<file path="src/rtl/buzz_pkg.sv">
package buzz_pkg;

    localparam int SEL_W         = 3;
    localparam int LVL_MAX       = 7;
    localparam int PHASE_W       = 6;
    localparam int DEF_PRESCALE  = 128;
    localparam int DEF_ENV_FAST  = 16;
    localparam int DEF_ENV_SLOW  = 32;
    localparam int DEF_SHOT_SHORT = 8;
    localparam int DEF_SHOT_LONG  = 32;

    typedef logic [SEL_W-1:0]   sel_t;
    typedef logic [PHASE_W-1:0] phase_t;

    typedef struct packed {
        sel_t fsel;
        sel_t lvl;
    } tone_cfg_t;

    // tone period in reference clock cycles
    function automatic phase_t period_of(sel_t s);
        phase_t p;
        case (s)
            3'd0:    p = 6'd8;
            3'd1:    p = 6'd10;
            3'd2:    p = 6'd12;
            3'd3:    p = 6'd14;
            3'd4:    p = 6'd16;
            3'd5:    p = 6'd20;
            3'd6:    p = 6'd24;
            default: p = 6'd32;
        endcase
        return p;
    endfunction

    // high cycles per period: P*(16-L)/32, floored
    function automatic phase_t high_of(phase_t p, sel_t lvl);
        int v;
        v = (int'(p) * (16 - int'(lvl))) >>> 5;
        return PHASE_W'(v);
    endfunction

endpackage

</file>
<file path="src/rtl/buzz_prescaler.sv">
module buzz_prescaler #(
    parameter int DIV = 128
) (
    input  logic clk,
    input  logic rst,
    input  logic run,
    output logic tick
);
    localparam int W = (DIV > 1) ? $clog2(DIV) : 1;
    localparam logic [W-1:0] LAST = W'(DIV - 1);

    logic [W-1:0] cnt;

    assign tick = run && (cnt == LAST);

    always_ff @(posedge clk) begin
        if (rst || !run) begin
            cnt <= '0;
        end else if (cnt == LAST) begin
            cnt <= '0;
        end else begin
            cnt <= cnt + 1'b1;
        end
    end
endmodule

</file>
<file path="src/rtl/buzz_tone.sv">
module buzz_tone
    import buzz_pkg::*;
(
    input  logic      clk,
    input  logic      rst,
    input  logic      active,
    input  tone_cfg_t cfg,
    output logic      buzz
);
    phase_t per;
    phase_t hi;
    phase_t cnt;

    assign per = period_of(cfg.fsel);
    assign hi  = high_of(per, cfg.lvl);

    always_ff @(posedge clk) begin
        if (rst || !active) begin
            cnt  <= '0;
            buzz <= 1'b0;
        end else begin
            buzz <= (cnt < hi);
            cnt  <= (cnt >= per - 1'b1) ? '0 : cnt + 1'b1;
        end
    end
endmodule

</file>
<file path="src/rtl/buzz_envelope.sv">
module buzz_envelope
    import buzz_pkg::*;
#(
    parameter int FAST_TICKS = 16,
    parameter int SLOW_TICKS = 32
) (
    input  logic clk,
    input  logic rst,
    input  logic en,
    input  logic slow,
    input  logic restart,
    input  logic tick,
    output sel_t lvl
);
    localparam int MAXT = (SLOW_TICKS > FAST_TICKS) ? SLOW_TICKS : FAST_TICKS;
    localparam int SC_W = (MAXT > 1) ? $clog2(MAXT) : 1;

    logic [SC_W-1:0] sc;
    logic [SC_W-1:0] last;

    assign last = slow ? SC_W'(SLOW_TICKS - 1) : SC_W'(FAST_TICKS - 1);

    always_ff @(posedge clk) begin
        if (rst || !en || restart) begin
            sc  <= '0;
            lvl <= '0;
        end else if (tick) begin
            if (sc >= last) begin
                sc <= '0;
                if (lvl != sel_t'(LVL_MAX)) begin
                    lvl <= lvl + 1'b1;
                end
            end else begin
                sc <= sc + 1'b1;
            end
        end
    end
endmodule

</file>
<file path="src/rtl/buzz_oneshot.sv">
module buzz_oneshot #(
    parameter int SHORT_TICKS = 8,
    parameter int LONG_TICKS  = 32
) (
    input  logic clk,
    input  logic rst,
    input  logic run,
    input  logic trig,
    input  logic long_sel,
    input  logic stop,
    input  logic tick,
    output logic busy
);
    localparam int MAXT = (LONG_TICKS > SHORT_TICKS) ? LONG_TICKS : SHORT_TICKS;
    localparam int SC_W = (MAXT > 1) ? $clog2(MAXT) : 1;

    logic [SC_W-1:0] sc;
    logic [SC_W-1:0] last;

    assign last = long_sel ? SC_W'(LONG_TICKS - 1) : SC_W'(SHORT_TICKS - 1);

    always_ff @(posedge clk) begin
        if (rst) begin
            busy <= 1'b0;
            sc   <= '0;
        end else if (run) begin
            if (stop) begin
                busy <= 1'b0;
                sc   <= '0;
            end else if (trig) begin
                busy <= 1'b1;
                sc   <= '0;
            end else if (busy && tick) begin
                if (sc >= last) begin
                    busy <= 1'b0;
                    sc   <= '0;
                end else begin
                    sc <= sc + 1'b1;
                end
            end
        end
    end
endmodule

</file>
<file path="src/rtl/buzz_tone_gen.sv">
module buzz_tone_gen
    import buzz_pkg::*;
#(
    parameter int PRESCALE    = DEF_PRESCALE,
    parameter int ENV_FAST    = DEF_ENV_FAST,
    parameter int ENV_SLOW    = DEF_ENV_SLOW,
    parameter int SHOT_SHORT  = DEF_SHOT_SHORT,
    parameter int SHOT_LONG   = DEF_SHOT_LONG
) (
    input  logic       clk,
    input  logic       rst,
    input  logic       clk_en,
    input  logic       tone_run,
    input  logic [2:0] freq_sel,
    input  logic [2:0] level_sel,
    input  logic       env_en,
    input  logic       env_slow,
    input  logic       env_restart,
    input  logic       shot_trig,
    input  logic       shot_long,
    input  logic       shot_stop,
    input  logic       out_en,
    input  logic       gpio_dir,
    input  logic       gpio_out,
    output logic       pin_out,
    output logic       pin_oe
);
    logic      slow_tick;
    logic      shot_busy;
    logic      active;
    logic      buzz;
    sel_t      env_lvl;
    tone_cfg_t cfg;

    buzz_prescaler #(.DIV(PRESCALE)) u_pre (
        .clk  (clk),
        .rst  (rst),
        .run  (clk_en),
        .tick (slow_tick)
    );

    buzz_envelope #(.FAST_TICKS(ENV_FAST), .SLOW_TICKS(ENV_SLOW)) u_env (
        .clk     (clk),
        .rst     (rst),
        .en      (env_en),
        .slow    (env_slow),
        .restart (env_restart),
        .tick    (slow_tick),
        .lvl     (env_lvl)
    );

    buzz_oneshot #(.SHORT_TICKS(SHOT_SHORT), .LONG_TICKS(SHOT_LONG)) u_shot (
        .clk      (clk),
        .rst      (rst),
        .run      (clk_en),
        .trig     (shot_trig),
        .long_sel (shot_long),
        .stop     (shot_stop),
        .tick     (slow_tick),
        .busy     (shot_busy)
    );

    assign active   = clk_en && (tone_run || shot_busy);
    assign cfg.fsel = freq_sel;
    assign cfg.lvl  = env_en ? env_lvl : level_sel;

    buzz_tone u_tone (
        .clk    (clk),
        .rst    (rst),
        .active (active),
        .cfg    (cfg),
        .buzz   (buzz)
    );

    // pin mux: not aligned to the waveform, may cut a cycle
    assign pin_out = out_en ? buzz : gpio_out;
    assign pin_oe  = out_en ? 1'b1 : gpio_dir;
endmodule

</file>
<file path="config.mk">
export PLATFORM = sky130hd
export DESIGN_NAME = buzz_tone_gen
export DESIGN_NICKNAME = d
export VERILOG_FILES = /design/src/rtl/buzz_pkg.sv /design/src/rtl/buzz_prescaler.sv /design/src/rtl/buzz_tone.sv /design/src/rtl/buzz_envelope.sv /design/src/rtl/buzz_oneshot.sv /design/src/rtl/buzz_tone_gen.sv
export SDC_FILE = /design/constraint.sdc
export NUM_CORES = 1
export LEC_CHECK = 0
export ABC_CLOCK_PERIOD_IN_PS = 5260
export BUFFER_PORTS_ARGS = -buffer_cell sky130_fd_sc_hd__clkbuf_2
export CAP_MARGIN = 10
export CORE_AREA = 4 4 54 104
export CTS_CLUSTER_DIAMETER = 60
export DETAILED_ROUTE_END_ITERATION = 10
export DIE_AREA = 0 0 58 108
export MAX_ROUTING_LAYER = met4
export PLACE_DENSITY = 0.8
export SETUP_SLACK_MARGIN = 0.05
export SLEW_MARGIN = 20
export SYNTH_ARGS = -nofsm -noshare
export SYNTH_HDL_FRONTEND = slang
export SYNTH_HIERARCHICAL = 1
export SYNTH_SLANG_ARGS = --single-unit
</file>
<file path="constraint.sdc">
create_clock -name clk -period 5.26 [get_ports clk]
set_clock_uncertainty 0.15 [all_clocks]
set_input_delay 1.052 -clock clk [delete_from_list [all_inputs] [get_ports clk]]
set_output_delay 1.052 -clock clk [all_outputs]
set_load 0.01 [all_outputs]
</file>
Yosys cells after proc, flatten, opt, wreduce, memory -nomap -nowiden
Cells that the tools add are included.
{"block": "totals", "in_bits": 19, "reg_bits": 28, "wordCells": 61}
{"block": "op_classes", "order_cmp": 4, "n_eq_ne": 8, "n_mux": 15, "reduce_logical": 19, "n_addsub": 7, "multipliers": 1}
{"operator": "one-hot mux 6 bit (7 select lines)", "n": 1}
{"operator": "two-way mux 5 bit", "n": 7}
{"operator": "multiplier 7 x 32 -> 11 bit", "n": 1}
{"operator": "adder 5 x 1 -> 5 bit (second input constant)", "n": 2}
{"operator": ">= comparator 5 bit", "n": 2}
{"operator": "== test 3 bit (second input constant)", "n": 3}
{"operator": "adder 7 x 1 -> 7 bit (second input constant)", "n": 1}
{"operator": "== test 7 bit (second input constant)", "n": 1}
{"operator": "adder 6 x 1 -> 6 bit (second input constant)", "n": 1}
{"operator": "== test 3 x 2 -> 1 bit (second input constant)", "n": 2}
{"operator": ">= comparator 6 bit", "n": 1}
{"operator": "< comparator 6 bit", "n": 1}
{"operator": "two-way mux 1 bit", "n": 6}
{"operator": "AND reduction 3 bit", "n": 2}
{"operator": "nonzero test 3 bit", "n": 2}
{"operator": "subtractor 5 x 3 -> 6 bit (first input constant)", "n": 1}
{"operator": "subtractor 6 x 1 -> 6 bit (second input constant)", "n": 1}
{"operator": "logical OR 1 bit", "n": 5}
{"operator": "OR reduction 2 bit", "n": 2}
{"operator": "adder 3 x 1 -> 3 bit (second input constant)", "n": 1}
{"operator": "== test 3 x 1 -> 1 bit (second input constant)", "n": 1}
{"operator": "logical AND 1 bit", "n": 3}
{"operator": "zero test 1 bit", "n": 3}
{"operator": "zero test 3 bit", "n": 1}
{"operator": "other kinds (3)", "n": 3}

Longest topological paths before layout
{"block": "depth", "word_depth": 6, "depth_mapped": 20, "ltp_nobuf": 20}

Cells and area by module
Netlist, hierarchy kept.
{"module": "buzz_tone", "n_inst": 1, "seq_area_each_um2": 140.1, "area_each_um2": 1326.3, "cells_each": 159}
{"module": "buzz_envelope", "n_inst": 1, "seq_area_each_um2": 160.2, "area_each_um2": 483.0, "cells_each": 53}
{"module": "buzz_oneshot", "n_inst": 1, "seq_area_each_um2": 120.1, "area_each_um2": 321.6, "cells_each": 36}
{"module": "buzz_prescaler", "n_inst": 1, "seq_area_each_um2": 140.1, "area_each_um2": 290.3, "cells_each": 33}
{"module": "buzz_tone_gen", "n_inst": 1, "seq_area_each_um2": 0.0, "area_each_um2": 58.8, "cells_each": 6}

Worst setup path before layout
Ideal clock, no wire load.
{"block": "synth_timing", "path_kind": "input port to flip-flop", "from": "input port env_en", "to": "register u_tone.buzz", "setup_slack_ns": -0.139, "arrival_ns": 5.191, "cell_stages": 18, "path_buffers": 0, "required_time_ns": 5.052, "cell_sequence": "mux2_2 > inv_1 > ha_1 > ha_1 > and2_1 > fa_1 > ha_1 > fa_1 > fa_1 > a21oi_1 > o211ai_1 > a21oi_1 > xor2_1 > ha_1 > nand2_1 > nand3b_1 > a311oi_1 > o21a_1"}
{"block": "synth_via", "elab_chain_cells": 4}
{"item": "start, declared", "line": "buzz_tone_gen.sv:16", "source": "input logic env_en,"}
{"item": "two-way mux 3 bit", "line": "buzz_tone_gen.sv:65", "source": "assign cfg.lvl = env_en ? env_lvl : level_sel;"}
{"item": "subtractor 5 x 3 -> 6 bit", "line": "buzz_pkg.sv:39", "source": "v = (int'(p) * (16 - int'(lvl))) >>> 5;"}
{"item": "multiplier 7 x 32 -> 11 bit", "line": "buzz_pkg.sv:39"}
{"item": "< comparator 6 bit", "line": "buzz_tone.sv:22", "source": "buzz <= (cnt < hi);"}
{"item": "end signal, assigned", "line": "buzz_tone.sv:22"}
{"item": "end, declared", "line": "buzz_tone.sv:8", "source": "output logic buzz"}
Every way passes these cells.
A chain may end at the register's enable or synchronous reset.

==> impl_results.md <==
- VDD IR-drop max: 0.168 mV
- Synth Area per Inst: 8.64 um^2
- Syn Nets: 353
- Core area: 4860 um^2
- Worst slew margin: 56.9%
- Final Setup Violations: 0
- Row count: 36
- Slowest cell on crit path: fa_1
- First-pass GRT wire length: 9.26 mm
- CP Cell Sequence: buf_8 > mux2_4 > inv_4 > ha_4 > ha_4 > and3_4 > ha_4 > inv_2 > fa_1 > fa_1 > inv_2 > ha_4 > a21oi_4 > nor4b_2 > a2111o_1 > a311oi_2 > ha_1 > a311oi_2 > o21a_1
- M3 GR Usage: 1.08%
- Power Dens Cells: 192 nW/um^2
- Hpwl dp: 4.57 mm
- Design area: 3010 um^2
- Slew Limit Fails: 0
- Die X: 58 um
- Yosys reg bits: 28
- Hold Fails Final Rpt: 0
- Diode count: 0
- Mapped Area: 2480 um^2
- Root Buffer: clkbuf_8
- CTS Buf Count: 3
- Worst-path clk slew: 0.09 ns
- CTS Hold Bufs: 0
- Critical path fanouts, max: 5
- Drt total wl: 5.78 mm
- Min-Delay Path Class: register to register
- Critical path startpoint category: primary input
- Starting Density: 51.0%
- CP bufs+invs: 4
- Asr flop ratio synth: 0%
- YS warnings: 6
- Residual DRC: 0
- Register area share after synthesis: 22.6%
- Clk Latency, worst-skew pair: 0.27 ns
- Via count: 2267
- I/O pin cnt: 21
- Minimum clock period: 5.11 ns
- Share of cells above drive strength 1: 23.2%
- Clock Sinks: 28
- Maximum number of pins on one net before global-route repair: 16
- Layout Nets: 395
- H-tree lvl count: 1
- Synthesis-to-layout area growth: 21.5%
- Final period util: 97.2%
- Post-DP Area: 2780 um^2
- Clock Path Buffers: 2
- EDFF count, synth: 0
- Max cap viols: 0
- Unique cell type count in the Yosys netlist: 47
- Cells after Synth: 287
- Initial DRC count: 67
- Crit Path Category: primary input to register
- GRT Total Usage: 19.1%
- Leak Pwr: 1.33 nW
- Most frequent cells in the layout: ha_1, dfxtp_1, nor2_1
- Post-synth top flop: dfxtp_1
- Wire per inst: 15.0 um
- Vias per cell: 5.89
- First drt pass iteration count: 5
- Antenna Nets Post-Route: 0
- Initial antenna violation count: 0
- Gr ovfl total: 0
- RSZ-0062 raised after global routing: yes
- Slowest cell delay on critical path: 0.54 ns
- GPL Wtd Cong: 0.872
- I/O Buffers: 20
- Slew @ Worst Pin: 0.639 ns
- Vias in the first global route: 2224
- Die Ht: 108 um
- Worst EP required: 5.33 ns
- Die Area: 6260 um^2
- Outcome: finished clean
- Cell mode on critical path: ha_4
- Global Route met1 Usage: 18.3%
- Setup crit end kind: register
- CP delay by family, top: adder cells
- Commonest non-fill, non-tap cell in the layout: ha_1
- Met2 GRT Util: 37.0%
- Peak Freq: 196 MHz
- CTS tree: yes
- Worst hold margin: 0.322 ns
- Busiest layer in global routing: met2
- Worst Path Arrival: 5.18 ns
## final timing paths
kind | from | depth (start not counted) | slack, ns | endpoint
worst max-delay path | env_en | 19 | 0.15 | u_tone/buzz$_SDFF_PP0_
worst min-delay path | u_pre/cnt[0]$_SDFF_PP0_ | 1 | 0.32 | u_pre/cnt[0]$_SDFF_PP0_
worst max register to register | u_env/lvl[0]$_SDFFE_PP0P_ | 18 | 0.70 | u_tone/buzz$_SDFF_PP0_
worst min register to register | u_pre/cnt[0]$_SDFF_PP0_ | 1 | 0.32 | u_pre/cnt[0]$_SDFF_PP0_
## metrics by stage
| stage | worst slack (ns) | power, mW | instances | util [%] | TNS, ns |
|---|---|---|---|---|---|
| after global routing | 0.0112 | 0.617 | 385 | 61.9 | 0 |
| final | 0.146 | 0.578 | 385 | 61.9 | 0 |
| after CTS | 0.0580 | 0.555 | 381 | 58.9 | 0 |
| after floorplan | 0.0643 | 0.351 | 287 | - | 0 |
| after global placement | -0.208 | 0.412 | 377 | 57.2 | -0.208 |
| after detailed placement | -0.318 | 0.420 | 377 | 57.2 | -0.318 |
## logic make-up after synthesis
kind of cell             count (synthesis)  synth area share (%)
AND/OR/NAND/NOR                        107                  23.8
flip-flops                              28                  22.6
buffers and inverters                   26                  3.99
adder cells (fa/ha/maj)                 47                  26.7
multiplexers                             4                  1.82
XOR/XNOR                                17                  6.00
AO/OA/AOI/OAI                           58                  15.0
## sequential cells by signal, summed over array words and instances, names as in the netlist
name and cells:
u_env/lvl 3, u_env/sc 5, u_pre/cnt 7, u_shot/busy 1, u_shot/sc 5, u_tone/buzz 1
u_tone/cnt 6
## worst reg2reg max path, delay by kind of cell (launching register included)
| kind | cells | cell delay, ns |
|---|---|---|
| AO/OA/AOI/OAI | 5 | 1.21 |
| buffers and inverters | 3 | 0.15 |
| AND/OR/NAND/NOR | 2 | 0.24 |
| multiplexers | 1 | 0.30 |
| flip-flops | 1 | 0.35 |
| adder cells (fa/ha/maj) | 7 | 2.11 |
## layout make-up
type                    instances  area (um^2)
clock buffers                   4         55.1
fillers                       422         1850
inverters                      23         91.3
multi-input cells             233         1960
flip-flops and latches         28          561
well taps                      57         71.3
repair buffers                 40          272
## layer usage
| layer | wire length, um | vias up |
|---|---|---|
| li1 | - | 1108 |
| met1 | 2080 | 1089 |
| met2 | 3260 | 48 |
| met3 | 150 | 22 |
| met4 | 297 | 0 |
| met5 | 0 | - |
## cell usage after synthesis (all sizes together), types with 4 or more instances
cell type	instances	area share, %
fa	10	8.1
xor2	10	3.5
mux2	4	1.8
inv	23	3.5
and2	11	2.8
o21a	4	1.2
nor2b	7	1.8
xnor2	7	2.5
nand2b	4	1.0
ha	37	19
o21ai	11	2.2
nand3	15	3.0
nand3b	4	1.2
a21oi	20	4.2
nor2	22	3.3
nand4	5	1.3
dfxtp	28	23
nand2	14	2.1
and3	9	2.4
## what timing repair did
item                       4_1_cts  5_1_grt
setup buffers                    0        4
gates resized for setup          4       27
setup endpoints to repair        1        1
pin swaps                        9       23
cloned                           0        0
## report_power, final
part           switching (mW)  internal, mW
registers             0.00302         0.215
logic                   0.115         0.115
clock network          0.0629        0.0669
total                   0.181         0.397
No activity file was read; power rests on OpenSTA's default activity.
